## config.mk

```make
export PLATFORM = sky130hd
export DESIGN_NAME = nib_disp_master
export DESIGN_NICKNAME = d
export VERILOG_FILES = /design/src/rtl/nd_pkg.sv /design/src/rtl/nd_phase_timer.sv /design/src/rtl/nd_rd_gather.sv /design/src/rtl/nib_disp_master.sv
export SDC_FILE = /design/constraint.sdc
export NUM_CORES = 1
export LEC_CHECK = 0
export ABC_AREA = 0
export BUFFER_PORTS_ARGS = -buffer_cell sky130_fd_sc_hd__buf_2
export CAP_MARGIN = 20
export CORE_UTILIZATION = 58
export CTS_CLUSTER_DIAMETER = 80
export DETAILED_ROUTE_END_ITERATION = 6
export PLACE_DENSITY = 0.84
export RECOVER_POWER = 100
export SLEW_MARGIN = 20
export SYNTH_ARGS = -nofsm -noshare
export SYNTH_HDL_FRONTEND = slang
export SYNTH_SLANG_ARGS = --single-unit
export TNS_END_PERCENT = 30
```

## constraint.sdc

```tcl
create_clock -name clk -period 3.7 [get_ports clk]
set_input_delay 0 -clock clk [delete_from_list [all_inputs] [get_ports clk]]
set_output_delay 0 -clock clk [all_outputs]
set_load 0.1 [all_outputs]
```

## src/rtl/nd_pkg.sv

```systemverilog
package nd_pkg;
  typedef enum logic [2:0] {
    ST_IDLE  = 3'd0,
    ST_RST   = 3'd1,
    ST_SETUP = 3'd2,
    ST_EN    = 3'd3,
    ST_HOLD  = 3'd4
  } nd_state_e;

  function automatic int nd_max(input int a, input int b);
    return (a > b) ? a : b;
  endfunction
endpackage

```

## src/rtl/nd_phase_timer.sv

```systemverilog
module nd_phase_timer #(
  parameter int CW = 8
) (
  input  logic          clk,
  input  logic          rst_n,
  input  logic          load,
  input  logic [CW-1:0] load_val,
  input  logic          tick,
  output logic          zero
);
  logic [CW-1:0] cnt;

  always_ff @(posedge clk or negedge rst_n) begin
    if (!rst_n)                  cnt <= '0;
    else if (load)               cnt <= load_val;
    else if (tick && cnt != '0)  cnt <= cnt - 1'b1;
  end

  assign zero = (cnt == '0);
endmodule

```

## src/rtl/nd_rd_gather.sv

```systemverilog
module nd_rd_gather #(
  parameter int NW    = 4,
  parameter int LANES = 2
) (
  input  logic                clk,
  input  logic                rst_n,
  input  logic                cap,
  input  logic                sel_lo,
  input  logic [NW-1:0]       nib_in,
  output logic [NW*LANES-1:0] byte_out
);
  localparam int SW = (LANES > 1) ? $clog2(LANES) : 1;

  for (genvar g = 0; g < LANES; g++) begin : g_lane
    logic [NW-1:0] lane_q;
    // lane 0 holds the first (most significant) nibble
    always_ff @(posedge clk or negedge rst_n) begin
      if (!rst_n)                                  lane_q <= '0;
      else if (cap && (SW'(sel_lo) == SW'(g)))     lane_q <= nib_in;
    end
    assign byte_out[NW*(LANES-g)-1 -: NW] = lane_q;
  end
endmodule

```

## src/rtl/nib_disp_master.sv

```systemverilog
module nib_disp_master
  import nd_pkg::*;
#(
  parameter int SETUP_CLKS = 2,
  parameter int EN_CLKS    = 4,
  parameter int HOLD_CLKS  = 2,
  parameter int RST_CLKS   = 1000
) (
  input  logic       clk,
  input  logic       rst_n,
  input  logic       init_start,
  input  logic       tgt_clk_ok,
  input  logic       req_valid,
  output logic       req_ready,
  input  logic       req_rs,
  input  logic       req_rd,
  input  logic [7:0] req_wdata,
  output logic       rsp_valid,
  output logic [7:0] rsp_data,
  output logic       busy,
  output logic [3:0] disp_db_out,
  output logic       disp_db_oe,
  input  logic [3:0] disp_db_in,
  output logic       disp_rs,
  output logic       disp_rw,
  output logic       disp_en,
  output logic       disp_rst_n
);
  localparam int NW     = 4;
  localparam int MAXLEN = nd_max(nd_max(SETUP_CLKS, EN_CLKS), nd_max(HOLD_CLKS, RST_CLKS));
  localparam int CW     = $clog2(MAXLEN + 1);
  localparam logic [CW-1:0] LD_SETUP = CW'(SETUP_CLKS - 1);
  localparam logic [CW-1:0] LD_EN    = CW'(EN_CLKS - 1);
  localparam logic [CW-1:0] LD_HOLD  = CW'(HOLD_CLKS - 1);
  localparam logic [CW-1:0] LD_RST   = CW'(RST_CLKS - 1);

  nd_state_e state, state_nx;
  logic          t_load, t_tick, t_zero;
  logic [CW-1:0] t_val;
  logic          op_rs, op_rd, nib_lo;
  logic [7:0]    op_data;
  logic          accept, xfer, cap, last_hold;

  assign accept    = req_valid && req_ready;
  assign xfer      = (state == ST_SETUP) || (state == ST_EN) || (state == ST_HOLD);
  assign last_hold = (state == ST_HOLD) && t_zero && nib_lo;
  assign cap       = (state == ST_EN) && t_zero && op_rd;

  always_comb begin
    state_nx = state;
    t_load   = 1'b0;
    t_val    = LD_SETUP;
    unique case (state)
      ST_IDLE: begin
        if (init_start) begin
          state_nx = ST_RST;  t_load = 1'b1; t_val = LD_RST;
        end else if (req_valid) begin
          state_nx = ST_SETUP; t_load = 1'b1; t_val = LD_SETUP;
        end
      end
      ST_RST:   if (tgt_clk_ok && t_zero) state_nx = ST_IDLE;
      ST_SETUP: if (t_zero) begin state_nx = ST_EN;   t_load = 1'b1; t_val = LD_EN;   end
      ST_EN:    if (t_zero) begin state_nx = ST_HOLD; t_load = 1'b1; t_val = LD_HOLD; end
      ST_HOLD: if (t_zero) begin
        if (nib_lo) state_nx = ST_IDLE;
        else begin state_nx = ST_SETUP; t_load = 1'b1; t_val = LD_SETUP; end
      end
      default: state_nx = ST_IDLE;
    endcase
  end

  assign t_tick = (state == ST_RST) ? tgt_clk_ok : 1'b1;

  nd_phase_timer #(.CW(CW)) u_tmr (
    .clk(clk), .rst_n(rst_n), .load(t_load), .load_val(t_val),
    .tick(t_tick), .zero(t_zero)
  );

  always_ff @(posedge clk or negedge rst_n) begin
    if (!rst_n) begin
      state     <= ST_IDLE;
      op_rs     <= 1'b1;
      op_rd     <= 1'b0;
      op_data   <= '0;
      nib_lo    <= 1'b0;
      rsp_valid <= 1'b0;
    end else begin
      state     <= state_nx;
      rsp_valid <= last_hold && op_rd;
      if (accept) begin
        op_rs   <= req_rs;
        op_rd   <= req_rd;
        op_data <= req_wdata;
        nib_lo  <= 1'b0;
      end else if ((state == ST_HOLD) && t_zero) begin
        nib_lo  <= 1'b1;
      end
    end
  end

  nd_rd_gather #(.NW(NW), .LANES(2)) u_gather (
    .clk(clk), .rst_n(rst_n), .cap(cap), .sel_lo(nib_lo),
    .nib_in(disp_db_in), .byte_out(rsp_data)
  );

  assign req_ready   = (state == ST_IDLE) && !init_start;
  assign busy        = (state != ST_IDLE);
  assign disp_rs     = xfer ? op_rs : 1'b1;
  assign disp_rw     = xfer ? op_rd : 1'b1;
  assign disp_db_oe  = !(xfer && op_rd);
  assign disp_db_out = (xfer && !op_rd) ? (nib_lo ? op_data[3:0] : op_data[7:4]) : 4'hF;
  assign disp_en     = (state == ST_EN);
  assign disp_rst_n  = !((state == ST_RST) && tgt_clk_ok);
endmodule

```

==> Word-level counts from Yosys, hierarchy flattened <==
Cells that the tools add are included.
{ "word_totals": {"word_cells": 74, "input_bits": 19, "out_inout_bits": 20, "regBits": 33} }
{ "classes": {"addsub": 1, "n_eq_ne": 9, "mux": 26, "bitwise": 1, "n_reduce_logical": 28} }
{ "ops": {"columns": ["op", "n"], "rows": [
  ["2-to-1 mux 10 bit", 3],
  ["case mux 10 bit (2 select lines)", 1],
  ["2-to-1 mux 3 bit", 6],
  ["case mux 3 bit (5 select lines)", 1],
  ["logical AND 1 bit", 14],
  ["zero test 10 bit", 1],
  ["2-to-1 mux 1 bit", 10],
  ["nonzero test 10 bit", 1],
  ["subtractor 10 x 1 -> 10 bit (second input constant)", 1],
  ["2-to-1 mux 4 bit", 2],
  ["equality test 3 x 2 -> 1 bit (second input constant)", 2],
  ["inequality test 2 bit (second input constant)", 3],
  ["AND reduction 5 bit", 1],
  ["zero test 1 bit", 4],
  ["2-to-1 mux 2 bit", 2],
  ["nonzero test 2 bit", 2],
  ["equality test 3 x 1 -> 1 bit (second input constant)", 1],
  ["equality test 3 bit (second input constant)", 1],
  ["zero test 3 bit", 1],
  ["inequality test 3 bit (second input constant)", 1],
  ["case mux 1 bit (3 select lines)", 1],
  ["nonzero test 3 bit", 1],
  ["logical OR 1 bit", 2],
  ["inequality test 2 x 1 -> 1 bit (second input constant)", 1],
  ["other kinds (2)", 2]
]} }

==> Logic depth before layout (Yosys ltp) <==
Gate-level depths: netlist of run 1.
{ "depth": {"ltp_word": 5, "mapped_depth": 7, "depth_no_buf": 6} }

==> Hierarchy <==
A second synthesis of run 1 with hierarchy kept.
{ "hier_totals": {"cells_unflattened": 164, "hier_area_um2": 1795.5} }
{ "by_module_without_submodules": {"columns": ["module", "area_per_inst_um2", "n_inst", "cells_each", "seq_area_each_um2"], "rows": [
  ["nib_disp_master", 848.3, 1, 79, 376.6],
  ["nd_phase_timer", 621.8, 1, 67, 250.2],
  ["nd_rd_gather", 325.3, 1, 18, 200.2]
]} }

==> Least setup slack after synthesis of run 1 <==
OpenSTA, ideal clock, no wires.
{ "synth_path": {"path_kind": "register to output", "startpoint": "reg state[1]", "endpoint": "out req_ready", "n_path_buf": 1, "required_ns": 3.700, "arrival_time_ns": 2.780, "path_slack_ns": 0.920, "path_stages_with_launch": 5, "cell_sequence": "dfrtp_1 buf_2 nor3_1 inv_1 nor2_1"} }
{ "synth_via": {"elab_chain_len": 2} }
{ "synth_lines": {"columns": ["element", "line", "text"], "rows": [
  ["start, declared", "nib_disp_master.sv:37", "nd_state_e state, state_nx;"],
  ["start signal, assigned", "nib_disp_master.sv:88", "state <= state_nx;"],
  ["zero test 3 bit", "nib_disp_master.sv:106", "assign req_ready = (state == ST_IDLE) && !init_start;"],
  ["logical AND 1 bit", "nib_disp_master.sv:106", null],
  ["end, declared", "nib_disp_master.sv:14", "output logic req_ready,"]
]} }
No other way between the ends.

==> Worst setup path after layout of run 1 <==
{ "layout_path": {"startpoint": "reg state[2]", "endpoint": "out disp_db_out[1]"} }
{ "layout_via": {"elab_chain_len": 5, "word_cells_on_any_way": 7, "cone_classes": "eq/ne: 3; mux: 1; reduce/logical: 3"} }
{ "layout_lines": {"columns": ["element", "line", "text"], "rows": [
  ["equality test 3 x 2 -> 1 bit", "nib_disp_master.sv:45", "assign xfer = (state == ST_SETUP) || (state == ST_EN) || (state == ST_HOLD);"],
  ["logical OR 1 bit", "nib_disp_master.sv:45", null],
  ["logical OR 1 bit *", "nib_disp_master.sv:45", null],
  ["logical AND 1 bit *", "nib_disp_master.sv:111", "assign disp_db_out = (xfer && !op_rd) ? (nib_lo ? op_data[3:0] : op_data[7:4]) : 4'hF;"],
  ["2-to-1 mux 4 bit *", "nib_disp_master.sv:111", null],
  ["end, declared", "nib_disp_master.sv:21", "output logic [3:0] disp_db_out,"]
]} }
Every way passes the cells marked *; elsewhere a longest branch is shown, timed or not.

==> results by group, run 1 <==
Logic synthesis
  – Seq cells post-synth: 33
  – Mapped Cells: 178
  – Yosys warns: 0
  – XOR/XNOR Fraction of Synth Area: less than 1%
  – Sequential fraction of the synthesis area: between 40% and 50%
  – Multiplexer share of the synthesized area: about 15%
  – Async S/R FF share, synth: 100.0%
  – Yosys top cell area share: 43.39%
  – Top FF cell, synth: dfrtp_1
  – Compound-Gate Fraction of Synth Area: 13.15%
  – Syn Area/Cell: 10.37 µm²
  – Largest family of logic cells by synthesized area: simple AND/OR/NAND/NOR gates
  – Post-Syn Area: about 1800 µm²
  – Largest area contributor in the netlist: dfrtp_1
  – EDFF count, synth: 0
  – Synth Net Count: just under 200
  – Area contributors post-synth: dfrtp_1 (43%), mux2_2 (8.5%), mux2_4 (3.3%), nor2_1 (2.8%), mux2i_1 (2.7%)
  – Netlist cell types: 49
  – Simple-gate portion of the synthesized area: 21.76%
  – Adder-cell share of the synthesized area: under 10%

Detailed routing
  – Met3 routed WL: 351 µm
  – Avg WL per Cell: roughly 18 µm
  – Detailed-route vias per instance: 6.274
  – 1st-iter DRT viols: 138
  – Via count: 1719
  – Met2 WL: roughly 2.5 mm
  – Post-route DRC: 0
  – Antenna-violating nets left: 0
  – Highest routed layer: met4
  – Routed WL: 4.800 mm
  – TritonRoute pass-1 iters: 5
  – Met1 WL: 1.879 mm

Final layout
  – Fillers: 229
  – Final Core Density: roughly three quarters
  – FF+latch area: 827.0 µm²
  – Synth-to-Final Area Change: 20.41%
  – # diodes: 0
  – Layout cells sized above 1: 20.87%
  – Multi-input logic area: 929.6 µm²
  – NumNets Final: 250

Power
  – Peak VDD IR: about 0.00063 V
  – Clock share of power: 10.1%
  – Power Dens Cells: 952.8 nW/µm²
  – Reg power frac: 31.1%
  – P_leak: 0.9454 nW
  – Combinational Power Share: 58.9%
  – Switch Pwr: 1.245 mW
  – Int Pwr: 0.8718 mW
  – Final Power: 2.117 mW
  – Sw frac: 58.82%

Critical path
  – Crit-path cells: nor2b_1 > a21oi_1 > nor2_1 > nand2_1 > clkbuf_1
  – Worst Setup End Kind: output pin
  – FF-to-FF path depth: 4
  – Worst path depth: 5
  – Crit path launch type: flop
  – Critical path peak fanout: 16
  – Crit Path Category: reg -> out
  – Worst Path Arrival: about 2500 ps
  – CP max stage cell: clkbuf_1
  – Max stage delay on crit path: 880 ps
  – Worst EP required: ~3700 ps
  – Delay-heaviest family, CP: buffers and inverters
  – CP Buf/Inv Count: 1

CTS
  – Skew-Pair Late Insertion Delay: 360 ps
  – Clock sink count: 33
  – TritonCTS clock tree: yes
  – Post-CTS setup buffers: 0
  – Clock-pin slew on the worst setup and hold paths: 120 ps
  – Inserted Clock Buffers: 5
  – H-tree depth: 2
  – Clock Path Buffers: 2
  – Post_cts resized: 0
  – Clock Tree Root: clkbuf_4
  – Hold buffer count at cts: 16

STA
  – Unrepaired setup endpoints after global routing: false
  – Slew Limit Fails: 34
  – Layout Skew: 15.18 ps
  – Max-slew headroom: -13.46%
  – Peak Freq: 394.0 MHz
  – Tightest Pin Transition: about 1700 ps
  – Final worst slack: 1162 ps
  – Fin crit share: 68.60%
  – Final hold slack: 36.59 ps
  – Final setup fails: 0
  – Final min period: 2538 ps
  – Final hold violation count: 0
  – TNS Setup: 0 ps

Global routing
  – Initial antenna violation count: 0
  – Gr usage total: 31.65%
  – Pin count of the biggest net entering global routing: 34
  – Grt ovf: 0
  – First-pass GRT wire length: 8.059 mm
  – Vias in the first global route: 1697

Placement
  – Dpl hpwl: 3.153 mm
  – # port buffers: 38
  – Pre-CTS setup slack: ~1400 ps
  – Gpl congestion: 0.9269

Floorplan
  – Die X: 58.41 µm
  – Core Box Area: approximately 3000 µm²
  – Starting Density: 60.95%
  – Die area: 3412 µm²
  – Row Count: 20
  – Die height: 58.41 µm
  – Ports: 39

Outcome
  – Run status: finished, violations left
  – Violated checks: max-capacitance violations, max-slew violations

Hold path
  – Hold path depth: 3
  – Hold WC Path Type: in -> reg

Flow run
  – Max-Cap Viols: 1
## cell usage after synthesis, types with 2 or more instances
cell type   n
nand3_1     8
o21ai_0     3
a311oi_1    2
clkbuf_1    5
or2_2       2
a221oi_1    2
mux2_2     14
a21oi_1     8
nor4_1      2
inv_1       7
a31oi_1     3
nor2_1     14
nand2_1    10
nor4b_1     5
and3_2      2
a21o_1      2
o41ai_1     2
dfrtp_1    32
nand2b_1    2
mux2_4      4
nand4_1     6
a32oi_1     2
mux2i_1     5
a211oi_1    2
nor3_1      4
buf_2       4
ha_1        2
nor2b_1     3
## sequential cells by signal, indices dropped and copies added, names as in the netlist
| register | flops |
|---|---|
| op_data | 8 |
| u_tmr.cnt | 10 |
| state | 3 |
| rsp_valid | 1 |
| op_rd | 1 |
| op_rs | 1 |
| nib_lo | 1 |
| u_gather.g_lane.lane_q | 8 |
## power by group through the flow
stage / Combinational, mW / Clock (mW) / Sequential (mW)
after detailed placement: 1.24 / 0 / 0.658
after floorplan: 0.972 / 0 / 0.706
after global placement: 1.21 / 0 / 0.642
after global routing: 1.31 / 0.234 / 0.675
final: 1.25 / 0.213 / 0.658
after CTS: 1.26 / 0.216 / 0.650
## kinds of logic (layout without fill, tap and decap cells)
family / count (synthesis) / in the layout
xor+xnor: 1 / 1
mux: 23 / 23
fa+ha+maj: 2 / 2
simple gates: 68 / 68
buf+inv: 17 / 69
compound gates: 34 / 34
flops: 33 / 33
## metrics by stage
stage | instance area, µm² | cells
after floorplan | 1846 | 178
after global placement | 2044 | 250
after detailed placement | 2044 | 250
after CTS | 2265 | 274
after global routing | 2222 | 274
final | 2222 | 274
## worst register-to-register path, delay by kind of cell, from the launching register on
family | cells | cell delay [ps]
AND/OR/NAND/NOR | 3 | 1450
flip-flops | 1 | 500
multiplexers | 1 | 350
## cell usage in the layout (no fill, tap or decap), types with 4 or more instances in the layout
master / count
nor3_1: 4
buf_2: 17
nand4_1: 6
nand2_1: 10
nand3_1: 8
clkbuf_4: 5
nor4b_1: 5
dlygate4sd3_1: 16
mux2i_1: 5
inv_1: 7
nor2_1: 14
clkbuf_1: 21
dfrtp_1: 32
mux2_2: 14
a21oi_1: 8
## final cells by class
cell class              count  share of cell area, %
inverters                   7                  1.182
well taps                  44                  2.477
repair buffers             54                  14.58
clock inverters             3                  1.014
flip-flops and latches     33                  37.22
clock buffers               5                  1.689
multi-input cells         128                  41.84
## per-layer routing
| metal | track usage (%) | up-vias |
|---|---|---|
| met5 | 0 | - |
| met4 | 10.54 | 0 |
| met3 | 9.011 | 14 |
| met2 | 53.69 | 100 |
| met1 | 38.96 | 835 |
| li1 | - | 770 |
## path summary, 6_finish.rpt
| kind | slack, ps | startpoint | endpoint |
|---|---|---|---|
| max | 1160 | state[2]$_DFFE_PN0P_ | disp_db_out[1] |
| min | 40 | req_valid | u_tmr.cnt[9]$_DFFE_PN0P_ |
| max reg2reg | 1290 | u_tmr.cnt[2]$_DFFE_PN0P_ | u_gather.g_lane[0].lane_q[2]$_DFFE_PN0P_ |
| min reg2reg | 520 | u_gather.g_lane[1].lane_q[2]$_DFFE_PN0P_ | u_gather.g_lane[1].lane_q[2]$_DFFE_PN0P_ |
| max in group asynchronous | 2100 | rst_n | state[1]$_DFFE_PN0P_ |
| min in group asynchronous | 600 | rst_n | u_tmr.cnt[9]$_DFFE_PN0P_ |
No activity file was read; power rests on OpenSTA's default activity.
==> run 2: changes to the inputs <==
CORE_UTILIZATION = 54   (was 58)
PLACE_DENSITY = 0.79   (was 0.84)
clock period = 2.62 ns   (was 3.7 ns; I/O delays follow)
==> run 2 against run 1 <==
Net effect: hold slack improved by 23 ps; clock skew decreased by 8.4 ps; the run still ends with max-capacitance violations, max-slew violations left; critical path depth increased by 1; routed wire length decreased by 6.7%; clock power increased by 88%; largest cell class unchanged; die area increased by 7.1%.
==> results by group, run 2 (synthesis results as in run 1) <==
Outcome
  – Run status: finished, violations left (unchanged)
  – Violated checks: max-capacitance violations, max-slew violations (unchanged)

CTS
  – Clock Tree Root: clkbuf_4 (unchanged)
  – TritonCTS clock tree: yes (unchanged)
  – Inserted Clock Buffers: 5 (unchanged)
  – H-tree depth: 2 (unchanged)
  – Post_cts resized: 0 (unchanged)
  – Clock Path Buffers: 2 (unchanged)
  – Post-CTS setup buffers: 0 (unchanged)
  – Skew-Pair Late Insertion Delay: 340 ps (was 360 ps)
  – Hold buffer count at cts: 16 (unchanged)
  – Clock-pin slew on the worst setup and hold paths: 100 ps (was 120 ps)
  – Clock sink count: 33 (unchanged)

Placement
  – # port buffers: 38 (unchanged)
  – Gpl congestion: 0.9513 (was 0.9269)
  – Dpl hpwl: 3.042 mm (was 3.153 mm)
  – Placed Instances: 253 (was 250)

Global routing
  – Vias in the first global route: 1565 (was 1697)
  – M2 GR Usage: 43.64% (was 53.69%)
  – Initial antenna violation count: 0 (unchanged)
  – M3 GR Usage: 7.036% (was 9.011%)
  – Gr usage total: 27.96% (was 31.65%)
  – First-pass GRT wire length: 7.383 mm (was 8.059 mm)
  – Pin count of the biggest net entering global routing: 34 (unchanged)
  – GRT busiest layer: met2 (unchanged)
  – M1 GR Usage: 37.76% (was 38.96%)
  – Grt ovf: 0 (unchanged)

Detailed routing
  – Detailed-route vias per instance: 6.043 (was 6.274)
  – Post-route DRC: 0 (unchanged)
  – Via count: 1674 (was 1719)
  – Avg WL per Cell: 16.17 µm (was 17.52 µm)
  – Antenna-violating nets left: 0 (unchanged)
  – 1st-iter DRT viols: 136 (was 138)
  – Routed WL: 4.479 mm (was 4.800 mm)
  – TritonRoute pass-1 iters: 4 (was 5)

Hold path
  – Hold WC Path Type: in -> reg (unchanged)
  – Hold Startpoint: req_valid (unchanged)

Power
  – Int Pwr: 1.388 mW (was 0.8718 mW)
  – Switch Pwr: 1.694 mW (was 1.245 mW)
  – P_leak: 1.006 nW (was 0.9454 nW)
  – Peak VDD IR: 0.001061 V (was 0.0006257 V)
  – Combinational Power Share: 57.1% (was 58.9%)
  – Final Power: 3.081 mW (was 2.117 mW)
  – Reg power frac: 29.9% (was 31.1%)
  – Clock share of power: 13.0% (was 10.1%)
  – Sw frac: 54.97% (was 58.82%)
  – Power Dens Cells: 1350 nW/µm² (was 952.8 nW/µm²)

STA
  – Final setup fails: 0 (unchanged)
  – Slew Limit Fails: 34 (unchanged)
  – Layout Skew: 6.817 ps (was 15.18 ps)
  – TNS Setup: 0 ps (unchanged)
  – Peak Freq: between 400 and 500 MHz
  – Fin crit share: around 88%
  – Final hold violation count: 0 (unchanged)
  – Final min period: 2309 ps
  – Final hold slack: 59.16 ps (was 36.59 ps)
  – Tightest Pin Transition: 1728 ps (was 1702 ps)
  – Unrepaired setup endpoints after global routing: false (unchanged)
  – Max-slew headroom: -15.20% (was -13.46%)

Flow run
  – Max-Cap Viols: 1 (unchanged)

Floorplan
  – Core Box Area: 3153 µm² (was 3028 µm²)
  – Row Count: 20 (unchanged)
  – Die area: 3655 µm² (was 3412 µm²)
  – Starting Density: 58.53% (was 60.95%)
  – Die X: 60.46 µm (was 58.41 µm)
  – Ports: 39 (unchanged)
  – Die height: 60.46 µm (was 58.41 µm)

Critical path
  – Crit path launch type: flop (unchanged)
  – Worst Path Arrival: 2530 ps (was 2540 ps)
  – Worst EP required: 2840 ps (was 3700 ps)
  – Worst Setup End Kind: flop (was output pin)
  – Reg-to-Reg Start: u_tmr.cnt[1]$_DFFE_PN0P_ (was u_tmr.cnt[2]$_DFFE_PN0P_)
  – Crit Path Category: reg -> reg (was reg -> out)
  – Worst Setup SP: u_tmr.cnt[1]$_DFFE_PN0P_ (was state[2]$_DFFE_PN0P_)
  – Critical path peak fanout: 7 (was 16)

Final layout
  – # diodes: 0 (unchanged)
  – Layout cells sized above 1: 25.32% (was 20.87%)
  – Max reg flops: 10 (unchanged)
  – Commonest non-fill, non-tap cell in the layout: dfrtp_1 (unchanged)
  – Synth-to-Final Area Change: 23.66% (was 20.41%)
  – Commonest cells after routing, fill and taps aside: dfrtp_1 (32), buf_2 (17), dlygate4sd3_1 (16) (was dfrtp_1 (32), clkbuf_1 (21), buf_2 (17))
  – NumNets Final: 253 (was 250)
  – Non-Filler Instances: 277 (was 274)
  – Final Core Density: 72.38% (was 73.39%)
  – Register with the most flip-flops: u_tmr.cnt (unchanged)
  – Largest registers: u_tmr.cnt (10), op_data (8), u_gather.g_lane.lane_q (8) (unchanged)
-- run 2: cell types whose count changed in the layout (fill, tap and decap cells not counted) --
cell	change
buf_4	+3
bufinv_16	+1
clkbuf_1	-7
clkbuf_2	+8
clkbuf_8	+1
clkinvlp_4	-3
nor2_1	-1
nor2_2	+1
-- run 2: layer usage --
metal | vias to the layer above | routed length, µm
li1 | 776 | -
met1 | 815 | 1862
met2 | 68 | 2222
met3 | 15 | 279
met4 | 0 | 114
met5 | - | 0
-- run 2: metrics by stage --
stage | cell area [µm²] | setup WS, ps
final | 2282 | 311.5
after global placement | 2069 | 421.4
after global routing | 2282 | 162.9
after detailed placement | 2069 | 397.6
after CTS | 2315 | 383.2
after floorplan | 1848 | 235.0
-- run 2: power groups by stage --
stage	Combinational (mW)	Sequential [mW]	Clock (mW)
final	1.76	0.920	0.401
after global routing	1.87	0.949	0.431
after CTS	1.78	0.914	0.407
after detailed placement	1.75	0.923	0
after global placement	1.74	0.902	0
after floorplan	1.37	0.998	0
-- run 2: cell type report --
type                            instances  area, µm²
Clock buffer                            7      55.05
Clock inverter                          1      30.03
Fill cell                             248      870.8
Inverter                                7      26.28
Multi-Input combinational cell        128      932.1
Sequential cell                        33      827.0
Tap cell                               44      55.05
Timing Repair Buffer                   57      356.6
-- run 2: final timing paths --
| kind | endpoint | slack (ps) | cells past startpoint |
|---|---|---|---|
| worst max-delay path | u_gather.g_lane[0].lane_q[1]$_DFFE_PN0P_ | 310 | 6 |
| worst min-delay path | u_tmr.cnt[9]$_DFFE_PN0P_ | 60 | 3 |
| worst max register to register | u_gather.g_lane[0].lane_q[1]$_DFFE_PN0P_ | 310 | 6 |
| worst min register to register | u_gather.g_lane[1].lane_q[3]$_DFFE_PN0P_ | 520 | 1 |
| max in group asynchronous | nib_lo$_DFFE_PN0P_ | 980 | 2 |
| min in group asynchronous | u_tmr.cnt[8]$_DFFE_PN0P_ | 640 | 2 |
-- run 2: critical path, stage by stage (launching register included) --
cell and delay, ps:
dfrtp_1 420, inv_1 110, ha_1 190, nor2b_1 370
nand4_1 210, or3b_1 520, mux2_1 360
==> run 3: changes to the inputs <==
PLACE_DENSITY = 0.9   (was 0.79)
==> run 3 against run 2 <==
Net effect: the run still ends with max-capacitance violations, max-slew violations left; hold slack better by 2.8 ps; final cell count shrank 0.36%; sequential share of layout area is 0.36 points higher; setup slack improved by 13 ps; critical path type unchanged; highest routed layer unchanged.
==> results by group, run 3 (synthesis results as in run 1) <==
Final layout
  – Commonest non-fill, non-tap cell in the layout: dfrtp_1 (unchanged)
  – Max reg flops: 10 (unchanged)
  – Largest registers: u_tmr.cnt (10), op_data (8), u_gather.g_lane.lane_q (8) (unchanged)
  – Layout cells sized above 1: 25.43% (was 25.32%)
  – Commonest cells after routing, fill and taps aside: dfrtp_1 (32), buf_2 (17), dlygate4sd3_1 (16) (unchanged)
  – Register with the most flip-flops: u_tmr.cnt (unchanged)
  – # diodes: 0 (unchanged)
  – NumNets Final: 252 (was 253)
  – Fillers: 252 (was 248)
  – Synth-to-Final Area Change: 22.44% (was 23.66%)
  – Final Core Density: 71.67% (was 72.38%)

Power
  – Power Dens Cells: 1330 nW/µm² (was 1350 nW/µm²)
  – Switch Pwr: 1.699 mW (was 1.694 mW)
  – Reg power frac: 30.5% (was 29.9%)
  – Sw frac: 56.52% (was 54.97%)
  – Final Power: 3.006 mW (was 3.081 mW)
  – Combinational Power Share: 58.5% (was 57.1%)
  – Peak VDD IR: 0.001002 V (was 0.001061 V)
  – Int Pwr: 1.307 mW (was 1.388 mW)
  – Clock share of power: 11.0% (was 13.0%)
  – P_leak: 0.9963 nW (was 1.006 nW)

CTS
  – Clock Tree Root: clkbuf_4 (unchanged)
  – Inserted Clock Buffers: 5 (unchanged)
  – Clock Path Buffers: 2 (unchanged)
  – Clock-pin slew on the worst setup and hold paths: 100 ps (about the same)
  – Clock sink count: 33 (unchanged)
  – Post_cts resized: 0 (unchanged)
  – H-tree depth: 2 (unchanged)
  – TritonCTS clock tree: yes (unchanged)
  – Skew-Pair Late Insertion Delay: 340 ps (about the same)

Critical path
  – Worst Path Arrival: 2520 ps (was 2530 ps)
  – Worst EP required: 2850 ps (was 2840 ps)
  – Reg-to-reg slack, setup: 320 ps (was 310 ps)
  – Critical path peak fanout: 16 (was 7)
  – Crit Path Category: reg -> reg (unchanged)
  – Worst Setup End Kind: flop (unchanged)
  – Reg2Reg Capture Point: u_tmr.cnt[5]$_DFFE_PN0P_ (was u_gather.g_lane[0].lane_q[1]$_DFFE_PN0P_)
  – Crit path launch type: flop (unchanged)
  – Reg-to-Reg Start: state[2]$_DFFE_PN0P_ (was u_tmr.cnt[1]$_DFFE_PN0P_)
  – FF-to-FF path depth: 4 (was 6)

Floorplan
  – Ports: 39 (unchanged)
  – Starting Density: 58.53% (unchanged)
  – Row Count: 20 (unchanged)
  – Die area: 3655 µm² (unchanged)
  – Die X: 60.46 µm (unchanged)
  – Die height: 60.46 µm (unchanged)
  – Core Box Area: 3153 µm² (unchanged)

Global routing
  – Initial antenna violation count: 0 (unchanged)
  – M1 GR Usage: 34.07% (was 37.76%)
  – First-pass GRT wire length: 7.251 mm (was 7.383 mm)
  – Gr usage total: 27.21% (was 27.96%)
  – GRT busiest layer: met2 (unchanged)
  – M2 GR Usage: 45.05% (was 43.64%)
  – Vias in the first global route: 1572 (was 1565)
  – Grt ovf: 0 (unchanged)
  – Pin count of the biggest net entering global routing: 34 (unchanged)
  – M3 GR Usage: 6.397% (was 7.036%)

STA
  – Tightest Pin Transition: 1739 ps (was 1728 ps)
  – Unrepaired setup endpoints after global routing: false (unchanged)
  – Final hold slack: 61.93 ps (was 59.16 ps)
  – Final hold violation count: 0 (unchanged)
  – Layout Skew: 7.683 ps (was 6.817 ps)
  – Peak Freq: 435.6 MHz (was 433.2 MHz)
  – TNS Setup: 0 ps (unchanged)
  – Final min period: 2296 ps (was 2309 ps)
  – Fin crit share: 87.63% (was 88.11%)
  – Final setup fails: 0 (unchanged)
  – Max-slew headroom: -15.92% (was -15.20%)
  – Slew Limit Fails: 34 (unchanged)

Detailed routing
  – Via count: 1689 (was 1674)
  – 1st-iter DRT viols: 147 (was 136)
  – Routed WL: 4.440 mm (was 4.479 mm)
  – TritonRoute pass-1 iters: 5 (was 4)
  – Avg WL per Cell: 16.09 µm (was 16.17 µm)
  – Detailed-route vias per instance: 6.120 (was 6.043)
  – Antenna-violating nets left: 0 (unchanged)
  – Post-route DRC: 0 (unchanged)

Flow run
  – Max-Cap Viols: 1 (unchanged)

Outcome
  – Run status: finished, violations left (unchanged)
  – Violated checks: max-capacitance violations, max-slew violations (unchanged)

Placement
  – Gpl congestion: 0.9082 (was 0.9513)
  – Dpl hpwl: 2.793 mm (was 3.042 mm)
  – # port buffers: 38 (unchanged)

Hold path
  – Min-Delay Endpoint: nib_lo$_DFFE_PN0P_ (was u_tmr.cnt[9]$_DFFE_PN0P_)
  – Hold Startpoint: req_valid (unchanged)
  – Hold WC Path Type: in -> reg (unchanged)
  – Hold path depth: 4 (was 3)
-- run 3: worst max-delay path, stage by stage, from the launching register on --
cell	delay, ps
dfrtp_1	560
or4b_1	740
nand3_1	440
nand2_1	190
a221oi_1	270
-- run 3: what timing repair did --
| item | in CTS | in global routing |
|---|---|---|
| buffers inserted | 0 | 0 |
| hold buffers | 16 | 0 |
| endpoints found under the hold margin | 51 | 0 |
-- run 3: per-stage QoR --
stage                     instances  worst slack [ps]  area (µm²)
after floorplan                 178             235.0        1848
after global placement          252             404.3        2062
after detailed placement        252             347.8        2062
after CTS                       276             316.1        2292
after global routing            276             168.5        2260
final                           276             324.1        2260
-- run 3: power groups by stage --
stage / combinational [mW] / clock [mW] / sequential (mW)
after floorplan: 1.37 / 0 / 0.998
after global placement: 1.72 / 0 / 0.912
after detailed placement: 1.75 / 0 / 0.917
after CTS: 1.77 / 0.332 / 0.909
after global routing: 1.85 / 0.355 / 0.947
final: 1.76 / 0.332 / 0.916
-- run 3: per-layer routing --
layer,vias to the layer above,wire length [µm]
met5,-,0
met4,0,98
met3,14,366
met2,99,2180
met1,802,1794
li1,774,-
-- run 3: how the worst max path moves through the flow --
stage / from / endpoint / slack (ps)
global route: state[2]$_DFFE_PN0P_ / u_tmr.cnt[5]$_DFFE_PN0P_ / 170
CTS: state[2]$_DFFE_PN0P_ / u_tmr.cnt[5]$_DFFE_PN0P_ / 320
finish: state[2]$_DFFE_PN0P_ / u_tmr.cnt[5]$_DFFE_PN0P_ / 320
floorplan: state[2]$_DFFE_PN0P_ / u_gather.g_lane[0].lane_q[0]$_DFFE_PN0P_ / 240
detailed placement: state[2]$_DFFE_PN0P_ / u_tmr.cnt[5]$_DFFE_PN0P_ / 350
global placement: state[2]$_DFFE_PN0P_ / u_tmr.cnt[5]$_DFFE_PN0P_ / 400
-- run 3: cell type report --
type | instances | area (µm²) | share of cell area [%]
Sequential cell | 33 | 827.0 | 36.60
Clock buffer | 7 | 65.06 | 2.879
Clock inverter | 1 | 5.005 | 0.2215
Tap cell | 44 | 55.05 | 2.436
Inverter | 7 | 26.28 | 1.163
Multi-Input combinational cell | 128 | 932.1 | 41.25
Timing Repair Buffer | 56 | 349.1 | 15.45
